## config.mk

```make
export PLATFORM = sky130hd
export DESIGN_NAME = resv_monitor
export DESIGN_NICKNAME = d
export VERILOG_FILES = /design/src/rtl/resv_mon_pkg.sv /design/src/rtl/resv_issue_ctl.sv /design/src/rtl/resv_flag_reg.sv /design/src/rtl/resv_retire.sv /design/src/rtl/resv_monitor.sv
export SDC_FILE = /design/constraint.sdc
export NUM_CORES = 1
export LEC_CHECK = 0
export BUFFER_PORTS_ARGS = -buffer_cell sky130_fd_sc_hd__clkbuf_2
export CORE_AREA = 2 2 40 42
export CTS_CLUSTER_DIAMETER = 100
export DETAILED_ROUTE_END_ITERATION = 6
export DIE_AREA = 0 0 42 44
export PLACE_DENSITY = 0.73
export SLEW_MARGIN = 20
export SYNTH_ARGS = -nofsm -noshare
export SYNTH_HDL_FRONTEND = slang
export SYNTH_HIERARCHICAL = 1
export SYNTH_SLANG_ARGS = --single-unit
export TNS_END_PERCENT = 30
```

## constraint.sdc

```tcl
create_clock -name clk -period 1.4 [get_ports clk]
set_input_delay 0.14 -clock clk [delete_from_list [all_inputs] [get_ports clk]]
set_output_delay 0.14 -clock clk [all_outputs]
set_load 0.05 [all_outputs]
```

## src/rtl/resv_mon_pkg.sv

```systemverilog
package resv_mon_pkg;
  typedef enum logic [1:0] {
    OP_LOAD  = 2'd0,
    OP_STORE = 2'd1,
    OP_LR    = 2'd2,
    OP_SC    = 2'd3
  } mem_op_e;
endpackage

```

## src/rtl/resv_issue_ctl.sv

```systemverilog
module resv_issue_ctl
  import resv_mon_pkg::*;
(
  input  logic    op_valid,
  input  mem_op_e op_kind,
  input  logic    resv,
  input  logic    bus_ready,
  output logic    suppress,
  output logic    bus_req,
  output logic    op_ready,
  output logic    issued_done
);
  // An sc without a reservation retires at once and never reaches the bus.
  assign suppress    = op_valid && (op_kind == OP_SC) && !resv;
  assign bus_req     = op_valid && !suppress;
  assign issued_done = bus_req && bus_ready;
  assign op_ready    = suppress || issued_done;
endmodule

```

## src/rtl/resv_flag_reg.sv

```systemverilog
module resv_flag_reg (
  input  logic clk,
  input  logic rst_n,
  input  logic clr_amo,
  input  logic sc_done,
  input  logic lr_done,
  input  logic lr_value,
  output logic flag
);
  // Priority: atomic in decode, then sc completion, then lr completion.
  always_ff @(posedge clk or negedge rst_n) begin
    if (!rst_n)       flag <= 1'b0;
    else if (clr_amo) flag <= 1'b0;
    else if (sc_done) flag <= 1'b0;
    else if (lr_done) flag <= lr_value;
  end
endmodule

```

## src/rtl/resv_retire.sv

```systemverilog
module resv_retire
  import resv_mon_pkg::*;
#(
  parameter int DATA_W      = 32,
  parameter int CAUSE_W     = 4,
  parameter int LOAD_CAUSE  = 5,
  parameter int STORE_CAUSE = 7
) (
  input  mem_op_e             op_kind,
  input  logic                suppress,
  input  logic                issued_done,
  input  logic                bus_err,
  input  logic                bus_exokay,
  output logic                exc_valid,
  output logic [CAUSE_W-1:0]  exc_cause,
  output logic                wb_en,
  output logic [DATA_W-1:0]   sc_result
);
  localparam logic [CAUSE_W-1:0] LD_C = CAUSE_W'(LOAD_CAUSE);
  localparam logic [CAUSE_W-1:0] ST_C = CAUSE_W'(STORE_CAUSE);
  localparam logic [DATA_W-1:0]  FAIL_V = DATA_W'(1);

  logic is_read, clean_done;

  assign is_read    = (op_kind == OP_LOAD) || (op_kind == OP_LR);
  assign clean_done = issued_done && !bus_err;

  always_comb begin
    exc_valid = issued_done && bus_err;
    exc_cause = '0;
    if (exc_valid) exc_cause = is_read ? LD_C : ST_C;
    wb_en     = suppress || (clean_done && (op_kind != OP_STORE));
    sc_result = '0;
    if (clean_done && (op_kind == OP_SC) && !bus_exokay) sc_result = FAIL_V;
  end
endmodule

```

## src/rtl/resv_monitor.sv

```systemverilog
module resv_monitor
  import resv_mon_pkg::*;
#(
  parameter int DATA_W      = 32,
  parameter int CAUSE_W     = 4,
  parameter int LOAD_CAUSE  = 5,
  parameter int STORE_CAUSE = 7
) (
  input  logic               clk,
  input  logic               rst_n,
  input  logic               dec_amo,
  input  logic               op_valid,
  output logic               op_ready,
  input  logic [1:0]         op_kind,
  output logic               bus_req,
  input  logic               bus_ready,
  input  logic               bus_err,
  input  logic               bus_exokay,
  output logic               wb_en,
  output logic [DATA_W-1:0]  sc_result,
  output logic               exc_valid,
  output logic [CAUSE_W-1:0] exc_cause,
  output logic               resv_flag
);
  mem_op_e kind;
  logic suppress, issued_done, sc_done, lr_done, lr_value;

  assign kind     = mem_op_e'(op_kind);
  assign sc_done  = op_ready && (kind == OP_SC);
  assign lr_done  = issued_done && (kind == OP_LR);
  // An erroring lr never leaves a reservation, whatever exclusive-okay says.
  assign lr_value = bus_exokay && !bus_err;

  resv_issue_ctl u_issue (
    .op_valid    (op_valid),
    .op_kind     (kind),
    .resv        (resv_flag),
    .bus_ready   (bus_ready),
    .suppress    (suppress),
    .bus_req     (bus_req),
    .op_ready    (op_ready),
    .issued_done (issued_done)
  );

  resv_flag_reg u_flag (
    .clk      (clk),
    .rst_n    (rst_n),
    .clr_amo  (dec_amo),
    .sc_done  (sc_done),
    .lr_done  (lr_done),
    .lr_value (lr_value),
    .flag     (resv_flag)
  );

  resv_retire #(
    .DATA_W      (DATA_W),
    .CAUSE_W     (CAUSE_W),
    .LOAD_CAUSE  (LOAD_CAUSE),
    .STORE_CAUSE (STORE_CAUSE)
  ) u_retire (
    .op_kind     (kind),
    .suppress    (suppress),
    .issued_done (issued_done),
    .bus_err     (bus_err),
    .bus_exokay  (bus_exokay),
    .exc_valid   (exc_valid),
    .exc_cause   (exc_cause),
    .wb_en       (wb_en),
    .sc_result   (sc_result)
  );
endmodule

```

==> impl_metrics.ini <==
[timing]
slew_viol_final = 0
fin_skew_ns = 0
layout_setup_ws_ns = -0.000119
whs_ns = 0.308
setup_violations = 1
hold_viol = 0
max_freq_ghz = 0.714
post-route-period-util_pct = 100
period_needed_ns = 1.40
rsz0062_at_grt = true

[clocking]
post_cts_buffers = 0
clkTransAtPathRegs_ns = 0
clkLatencyLatePin_ns = 0

[run_status]
violations = setup timing
status = finished, violations left

[yosys]
syn-cell-area_um2 = 413
syn_area_per_cell_um2 = 7.65
synth_ff_type = dfrtp_1
seq_area_frac_synth_pct = 6.06
async_reset_ff_share_pct = 100
yosysTopAreaCell = buf_4
synth_top_cell_area_share_pct = 61.8
synth_seq_cells = 1
ys_types = 18
synth-edff-count = 0
syn_inst = 54
synth_area_leaders = buf_4 62%, dfrtp_1 6.1%, nor4b_2 3.6%
synthesis.yosys.warnings = 6
synth_most_common_cell = buf_4
synthTopCellsByCount = 34 x buf_4, 2 x nand2_1, 2 x nor2_1, 2 x nor2b_1

[die]
die_area_um2 = 1850
rows = 14
ios = 50
die_h_um = 44
die_x_um = 42
core_area_um2 = 1420
start_util_pct = 29.1

[drt]
vias_per_cell = 3.42
wirelength_um = 614
vias = 301
wl_per_cell_um = 6.98
drt_iter0_drc = 1
final_antenna_net_count = 0
drc = 0
dr.pass1.iters = 3

[placed_design]
place_congestion = 0.667
dp_hpwl_um = 590
io_buffers = 17
dp.cells = 87

[layout]
fin_util_pct = 31.8
largest-register = u_flag/flag
drive_gt1_share_pct = 40.3
largestRegisters = u_flag/flag (1)
final_nets = 83
syn2layout_area_growth_pct = 9.39
fin_cells = 88
largest_reg_flops = 1
fillers = 170
diodes = 0

[critical_path]
end_kind = output pin
cp.arrival_ns = 1.26
cpMaxStageDelayCell = dfrtp_2
r2r_start = u_flag/flag
cp_top_family = simple AND/OR/NAND/NOR gates
r2r_slack_ns = 0.13
critPathKind = reg2out
crit_fanout = 4
slowest_delay_ns = 0.33
worstPathRequired_ns = 1.26
worstRegToRegCells = 5
cp-start-kind = register
worst-path-buf-inv = 1
r2r-end = u_flag/flag
path_cells = and3b_2 > nor2_4 > nand2_2 > nor4b_4 > buf_12

[grt]
grt_max_degree = 6
gr-usage-all-layers_pct = 5.46
grt_pass1_wl_um = 841
antenna_found_initial = 0
grt_overflow = 0
grt_pass1_vias = 206

[worst_hold_path]
hold_end = u_flag/flag
hp-start = dec_amo
hp-class = in2reg
min_path_cells = 2

[power_and_ir_drop]
p_leak_nw = 0.275
design_power_total_mw = 0.312
p_per_area_nw_per_um2 = 691
ir_worst_vdd_uv = 259

[job]
drv_cap = 0
-- area by class of cell --
cell class,count,area (um2),area share [%]
Sequential cell,1,26.3,5.82
Inverter,1,3.75,0.831
Timing Repair Buffer,21,135,29.9
Multi-Input combinational cell,49,267,59.0
Tap cell,16,20.0,4.43
-- worst max-delay path by stage --
stage                            from            to  slack, ns  cells past startpoint
final                     u_flag/flag  sc_result[0]    -0.0001                      5
after global routing      u_flag/flag  sc_result[0]      -0.06                      5
after CTS                 u_flag/flag  sc_result[0]     -0.006                      5
after detailed placement  u_flag/flag  sc_result[0]      -0.02                      5
after global placement    u_flag/flag  sc_result[0]      0.002                      5
after floorplan           u_flag/flag  sc_result[0]      -0.37                      4
-- power by group --
group	internal [mW]	leakage, nW	switching, mW
Clock	0	0	0
Combinational	0.0334	0.263	0.249
Sequential	0.0297	0.0123	0.000113
-- metrics by stage --
stage	instance area, um2	setup slack (ns)	setup TNS, ns
detailed placement	439	-0.0250	-0.0250
global route	452	-0.0628	-0.0628
finish	452	-0.000119	-0.000119
CTS	449	-0.00621	-0.00621
global placement	439	0.00159	0
floorplan	552	-0.374	-1.50
-- layout by cell type (no fill, tap or decap), drive strengths merged --
cell          n
inv           1
conb         32
nand2b        1
clkbuf       15
nor2b         2
mux2i         1
dfrtp         1
nand2         2
a31o          1
nor4b         1
buf           5
dlygate4sd3   1
o21a          1
and3          1
nor2          2
nor3          1
and3b         2
and2          2
-- timing repair --
item / CTS / global route
hold endpoints to repair: 1 / 0
setup endpoints to repair: 1 / 2
pin swaps: 1 / 0
hold buffers: 1 / 0
gates resized for setup: 0 / 3
-- routing by layer --
layer  GRT usage [%]  vias up  routed length (um)
li1                -      140                   -
met1            5.94      133                 189
met2            11.9       28                 321
met3           0.417        0                 104
met4               0        0                   0
met5               0        -                   0
-- cell families after synthesis --
| family | after synthesis | share of synthesized area [%] |
|---|---|---|
| buffers and inverters | 35 | 62.7 |
| other | 1 | 0.908 |
| and+or+nand+nor | 14 | 23.9 |
| muxes | 1 | 2.42 |
| DFF | 1 | 6.06 |
| AOI/OAI and AO/OA | 2 | 3.94 |
-- worst register-to-register path, delay by kind of cell (launching register included) --
family	cells	cell delay [ns]
DFF	1	0.33
muxes	1	0.22
and+or+nand+nor	4	0.60
(Power assumes the default switching activity.)
